[config.mk]
export PLATFORM = sky130hd
export DESIGN_NAME = ovl_hold_detector
export DESIGN_NICKNAME = d
export VERILOG_FILES = /design/src/rtl/ovl_pkg.sv /design/src/rtl/ovl_mag_cmp.sv /design/src/rtl/ovl_hold_timer.sv /design/src/rtl/ovl_hold_detector.sv
export SDC_FILE = /design/constraint.sdc
export NUM_CORES = 1
export LEC_CHECK = 0
export ABC_AREA = 1
export BUFFER_PORTS_ARGS = -buffer_cell sky130_fd_sc_hd__clkbuf_2
export CAP_MARGIN = 20
export CORE_MARGIN = 2
export CORE_UTILIZATION = 41
export DETAILED_ROUTE_END_ITERATION = 16
export GPL_TIMING_DRIVEN = 1
export PLACE_DENSITY = 0.75
export SYNTH_ARGS = -nofsm -noshare
export SYNTH_HDL_FRONTEND = slang
export SYNTH_SLANG_ARGS = --single-unit
export TNS_END_PERCENT = 50
[constraint.sdc]
create_clock -name clk -period 1.6 [get_ports clk]
set_input_delay 0.16 -clock clk [delete_from_list [all_inputs] [get_ports clk]]
set_output_delay 0.16 -clock clk [all_outputs]
set_load 0.01 [all_outputs]
[src/rtl/ovl_pkg.sv]
package ovl_pkg;

   localparam int CH_LEFT  = 0;
   localparam int CH_RIGHT = 1;
   localparam int NUM_CH   = 2;

   // Threshold as an unsigned magnitude: (num * 2^(w-1)) >> shift
   function automatic longint unsigned ovl_thresh(input int w, input int num, input int shift);
      longint unsigned full;
      full = longint'(1) << (w - 1);
      return (full * longint'(num)) >> shift;
   endfunction

endpackage

[src/rtl/ovl_mag_cmp.sv]
module ovl_mag_cmp #(
   parameter int              SMP_W     = 24,
   parameter longint unsigned THR       = 64'd7340032,
   parameter bit              INCLUSIVE = 1'b1
) (
   input  logic [SMP_W-1:0] smp,
   output logic             over
);

   logic [SMP_W-1:0] mag;

   // Negating the most negative code wraps back to 2^(SMP_W-1) when the result is read as unsigned
   always_comb begin
      if (smp[SMP_W-1]) mag = ~smp + 1'b1;
      else              mag = smp;
   end

   generate
      if (INCLUSIVE) begin : g_ge
         assign over = ({32'd0, mag} >= 64'(THR));
      end else begin : g_gt
         assign over = ({32'd0, mag} > 64'(THR));
      end
   endgenerate

   always_comb begin
      a_r1_min_code_trips : assert (!(smp == {1'b1, {(SMP_W-1){1'b0}}} && !over) || $isunknown(smp));
   end

endmodule

[src/rtl/ovl_hold_timer.sv]
module ovl_hold_timer #(
   parameter int HOLD_SAMPLES = 512
) (
   input  logic clk,
   input  logic rst_n,
   input  logic strobe,
   input  logic trip,
   output logic flag
);

   localparam int CNT_W = $clog2(HOLD_SAMPLES + 1);
   localparam logic [CNT_W-1:0] CNT_LOAD = CNT_W'(HOLD_SAMPLES);

   logic [CNT_W-1:0] cnt_q;

   always_ff @(posedge clk or negedge rst_n) begin
      if (!rst_n) begin
         cnt_q <= '0;
         flag  <= 1'b0;
      end else if (strobe) begin
         if (trip) begin
            cnt_q <= CNT_LOAD;
            flag  <= 1'b1;
         end else if (cnt_q != '0) begin
            cnt_q <= cnt_q - 1'b1;
            flag  <= (cnt_q != CNT_W'(1));
         end
      end
   end

   // a tripping strobe sets the flag at the next edge
   a_r4_trip_sets : assert property (@(posedge clk) disable iff (!rst_n)
      strobe && trip |=> flag);
   // a trip reloads the full hold
   a_r6_trip_reloads : assert property (@(posedge clk) disable iff (!rst_n)
      strobe && trip |=> cnt_q == CNT_LOAD);
   // without a strobe nothing moves
   a_r7_idle_stable : assert property (@(posedge clk) disable iff (!rst_n)
      !strobe |=> $stable(flag) && $stable(cnt_q));
   // the flag falls only on a quiet strobe with one sample left
   a_r5_fall_on_last : assert property (@(posedge clk) disable iff (!rst_n)
      $fell(flag) |-> $past(strobe && !trip && cnt_q == CNT_W'(1)));
   // the flag rises only after a tripping strobe
   a_r4_rise_needs_trip : assert property (@(posedge clk) disable iff (!rst_n)
      $rose(flag) |-> $past(strobe && trip));
   // the counter never goes above the hold length
   a_r5_cnt_bound : assert property (@(posedge clk) disable iff (!rst_n)
      cnt_q <= CNT_LOAD);

endmodule

[src/rtl/ovl_hold_detector.sv]
module ovl_hold_detector #(
   parameter int SMP_W        = 24,
   parameter int THR_NUM      = 7,
   parameter int THR_SHIFT    = 3,
   parameter bit INCLUSIVE    = 1'b1,
   parameter int HOLD_SAMPLES = 512
) (
   input  logic             clk,
   input  logic             rst_n,
   input  logic             smp_vld,
   input  logic [SMP_W-1:0] smp_left,
   input  logic [SMP_W-1:0] smp_right,
   output logic             ovl_flag
);
   import ovl_pkg::*;

   localparam longint unsigned THR = ovl_thresh(SMP_W, THR_NUM, THR_SHIFT);

   generate
      if (SMP_W < 4 || SMP_W > 32) begin : g_bad_width
         $error("ovl_hold_detector: SMP_W out of range");
      end
      if (THR_NUM < 1 || THR_NUM >= (1 << THR_SHIFT)) begin : g_bad_thr
         $error("ovl_hold_detector: threshold fraction must be in (0,1)");
      end
      if (HOLD_SAMPLES < 1) begin : g_bad_hold
         $error("ovl_hold_detector: HOLD_SAMPLES must be positive");
      end
   endgenerate

   logic [SMP_W-1:0]  ch_smp  [NUM_CH];
   logic [NUM_CH-1:0] ch_over;
   logic              any_over;

   assign ch_smp[CH_LEFT]  = smp_left;
   assign ch_smp[CH_RIGHT] = smp_right;

   for (genvar c = 0; c < NUM_CH; c++) begin : g_ch
      ovl_mag_cmp #(
         .SMP_W    (SMP_W),
         .THR      (THR),
         .INCLUSIVE(INCLUSIVE)
      ) u_cmp (
         .smp (ch_smp[c]),
         .over(ch_over[c])
      );
   end

   assign any_over = |ch_over;

   ovl_hold_timer #(
      .HOLD_SAMPLES(HOLD_SAMPLES)
   ) u_hold (
      .clk   (clk),
      .rst_n (rst_n),
      .strobe(smp_vld),
      .trip  (any_over),
      .flag  (ovl_flag)
   );

   // an overload on either channel reaches the flag
   a_r3_either_channel : assert property (@(posedge clk) disable iff (!rst_n)
      smp_vld && (ch_over[CH_LEFT] || ch_over[CH_RIGHT]) |=> ovl_flag);

endmodule

==> results.sh <==
export IMPL_run_status="complete, but fails checks"
export IMPL_violations_in_the_final_reports="setup timing"
export IMPL_insertion_delay_ns=0.27
export IMPL_final_common_cell="sky130_fd_sc_hd__clkbuf_2"
export IMPL_synth_cell_type_count=24
export IMPL_powerDensity_nw_per_um2=1074
export IMPL_max_clock_freq_ghz=0.6222
export IMPL_syn_area_um2=1065
export IMPL_cts_buffers=3
export IMPL_clkTransAtPathRegs_ns=0.08
export IMPL_synth_top_cells_by_area="sky130_fd_sc_hd__dfrtp_1 26%, sky130_fd_sc_hd__nor2_1 14%, sky130_fd_sc_hd__nand2_1 9.9%, sky130_fd_sc_hd__nor2_4 8.5%, sky130_fd_sc_hd__nand3_1 5.6%"
export IMPL_syn_nets=206
export IMPL_rsz_0062_raised_after_global_routing="yes"
export IMPL_routed_via_count_divided_by_cell_count=4.556
export IMPL_start_util_pct=42.98
export IMPL_timing_critical_path_cells="nor2_4 > nand2_1 > nor2_2 > nand3_2 > nand2_4 > inv_2 > nand3_2 > xor2_2 > nor2_4"
export IMPL_synth_async_reset_ratio_pct=100.0
export IMPL_timing_max_cap_violations=0
export IMPL_pin_count_of_the_biggest_net_entering_global_routing=12
export IMPL_detailroute_via_count=1130
export IMPL_gp_routability_congestion=0.8333
export IMPL_dpl_cell_area_um2=1383
export IMPL_clock_root_buffer="sky130_fd_sc_hd__clkbuf_4"
export IMPL_fin_worst_hold_slack_ns=0.2532
export IMPL_ys_ff_latch=11
export IMPL_port_buffer_count=51
export IMPL_placementRows=18
export IMPL_synth_warning_count=0
export IMPL_synth_main_ff_cell="sky130_fd_sc_hd__dfrtp_1"
export IMPL_fp_dieArea_um2=3021
export IMPL_cts_htree_levels=1
export IMPL_wl_per_cell_um=10.52
export IMPL_ir_worst_vdd_mv=1.163
export IMPL_finish_instance_area_um2=1574
export IMPL_slowest_stage="sky130_fd_sc_hd__dfrtp_2"
export IMPL_final_setup_tns_ns=-0.007164
export IMPL_critical_path_endpoint_type="flop"
export IMPL_flow_area_growth_from_synthesis_pct=47.83
export IMPL_pin_count=52
export IMPL_critical_path_n_buffers_inverters=1
export IMPL_synthCells=153
export IMPL_cp_start_kind="flop"
export IMPL_finish_net_count=272
export IMPL_dp_worst_setup_slack_ns=-0.03602
export IMPL_syn_area_per_cell_um2=6.959
export IMPL_clock_skew_ns=0.004611
export IMPL_hold_class="primary input to flop"
export IMPL_first_global_vias=1035
export IMPL_seq_area_frac_synth_pct=25.85
export IMPL_tritoncts_clock_tree="yes"
export IMPL_drc_errors=0
export IMPL_die_x_um=54.96
export IMPL_arrival_ns=1.76
export IMPL_grt_use_total_pct=17.41
export IMPL_synth_edf_count=0
export IMPL_layout_drive_gt1_share_pct=50.46
export IMPL_net_switching_power_uw=716.2
export IMPL_num_antenna_cells=0
export IMPL_max_slew_worst_pin_slew_ns=0.2828
export IMPL_total_power_mw=1.690
export IMPL_power_frac_seq_pct=32.0
export IMPL_grt_first_pass_wirelength_um=3926
export IMPL_finalHoldViolCount=0
export IMPL_synth_top_cell_area_share_pct=25.85
export IMPL_mostFrequentLayoutCells="51 x sky130_fd_sc_hd__clkbuf_2, 38 x sky130_fd_sc_hd__nor2_1, 27 x sky130_fd_sc_hd__nand2_1, 11 x sky130_fd_sc_hd__inv_1, 10 x sky130_fd_sc_hd__nand3_1"
export IMPL_antenna_violating_nets_post_route=0
export IMPL_max_transition_viols_final=0
export IMPL_post_route_min_period_ns=1.607
export IMPL_numClockSinks=11
export IMPL_power_combinational_fraction_pct=56.6
export IMPL_synth_area_leader_cell="sky130_fd_sc_hd__dfrtp_1"
export IMPL_leakage_nw=0.7753
export IMPL_first_iter_violations=14
export IMPL_share_of_the_clock_period_used_by_the_worst_path_after_layout_pct=100.4
export IMPL_dp_hpwl_um=1978
export IMPL_die_h_um=54.96
export IMPL_detail_route_first_pass_iterations=4
export IMPL_power_internal_uw=973.5
export IMPL_switching_share_pct=42.39
export IMPL_grt_ovfl_total=0
export IMPL_fillCellCount=228
export IMPL_cp_data_required_time_ns=1.76
export IMPL_design_core_area_um2=2477
export IMPL_antenna_found_initial=0
export IMPL_critical_path_class="flop to flop"
export IMPL_setup_viol=1
export IMPL_maxSlewHeadroom_pct=81.00
export IMPL_slowest_delay_ns=0.45
export IMPL_clock_power_share_pct=11.4
export IMPL_drt_wl_total_um=2609
export IMPL_critical_path_peak_fanout=7
export IMPL_final_setup_worst_slack_ns=-0.007164
export IMPL_critPathTopFamily="simple AND/OR/NAND/NOR gates"
export IMPL_cts_path_max_buffers=2
[cell families (layout without fill, tap and decap cells)]
| group | after synthesis | in the layout | share of synthesized area [%] |
|---|---|---|---|
| compound gates | 5 | 5 | 3.643 |
| xor+xnor | 8 | 8 | 6.581 |
| fa+ha+maj | 2 | 2 | 2.350 |
| buf+inv | 17 | 82 | 8.226 |
| flops | 11 | 11 | 25.85 |
| simple gates | 110 | 110 | 53.35 |
[layout make-up]
class	instances	area [µm²]	area share [%]
multi-input cells	125	809.5	51.43
repair buffers	62	352.8	22.42
flip-flops and latches	11	280.3	17.81
inverters	16	67.56	4.293
well taps	30	37.54	2.385
clock buffers	4	26.28	1.669
[tightest hold or removal path, delay by kind of cell]
kind / cells / cell delay [ns]
buffers and inverters: 1 / 0.15
and+or+nand+nor: 2 / 0.18
[worst paths after layout]
check | startpoint | slack, ns | to | cells after the start
worst max-delay path | u_hold.cnt_q[3]$_DFFE_PN0P_ | -0.007 | u_hold.cnt_q[8]$_DFFE_PN0P_ | 9
worst min-delay path | smp_vld | 0.25 | u_hold.flag$_DFFE_PN0P_ | 3
worst max register to register | u_hold.cnt_q[3]$_DFFE_PN0P_ | -0.007 | u_hold.cnt_q[8]$_DFFE_PN0P_ | 9
worst min register to register | u_hold.flag$_DFFE_PN0P_ | 0.51 | u_hold.flag$_DFFE_PN0P_ | 2
max in group asynchronous | rst_n | 1.05 | u_hold.cnt_q[5]$_DFFE_PN0P_ | 2
min in group asynchronous | rst_n | 0.31 | u_hold.cnt_q[1]$_DFFE_PN0P_ | 2
[repair_timing]
| item | CTS | global route |
|---|---|---|
| endpoints found under the hold margin | 11 | 0 |
| resized for setup | 2 | 22 |
| setup endpoints to repair | 2 | 9 |
| setup buffers | 0 | 4 |
| hold buffers | 1 | 0 |
| pin swaps | 0 | 5 |
[cell usage after synthesis, types with 2 or more instances]
cell type,instances
sky130_fd_sc_hd__inv_1,13
sky130_fd_sc_hd__nand3_2,5
sky130_fd_sc_hd__nor2_4,8
sky130_fd_sc_hd__a21oi_2,3
sky130_fd_sc_hd__inv_2,2
sky130_fd_sc_hd__nor2_2,2
sky130_fd_sc_hd__nor2_1,40
sky130_fd_sc_hd__nand4_1,5
sky130_fd_sc_hd__dfrtp_1,11
sky130_fd_sc_hd__ha_1,2
sky130_fd_sc_hd__nand2_1,28
sky130_fd_sc_hd__nor3_1,2
sky130_fd_sc_hd__nand3_1,12
sky130_fd_sc_hd__nand2_2,3
sky130_fd_sc_hd__xnor2_1,5
sky130_fd_sc_hd__xor2_1,3
sky130_fd_sc_hd__nor4_1,2
[registers in the layout, indices dropped and copies added, names as in the netlist]
name / count
u_hold.cnt_q: 10
u_hold.flag: 1
[stage by stage]
stage                     utilization, %  std cells
after floorplan                        -        153
after global placement             55.81        239
after detailed placement           55.81        239
after CTS                          57.78        244
after global routing               63.54        248
final                              63.54        248
[power by group through the flow]
stage / logic [mW] / registers [mW] / clock network [mW]
2_1_floorplan: 0.542 / 0.468 / 0
3_3_place_gp: 0.703 / 0.484 / 0
3_5_place_dp: 0.725 / 0.490 / 0
4_1_cts: 0.739 / 0.490 / 0.195
5_1_grt: 1.07 / 0.554 / 0.202
6_report: 0.956 / 0.541 / 0.193
[per-layer routing]
| metal | share of wire, % | GRT usage, % | up-vias |
|---|---|---|---|
| met3 | 5.5 | 4.301 | 0 |
| li1 | - | - | 614 |
| met1 | 45 | 22.37 | 482 |
| met2 | 49 | 31.35 | 34 |
| met4 | 0 | 0 | 0 |
| met5 | 0 | 0 | - |
Power figures use the tool's default switching activity.
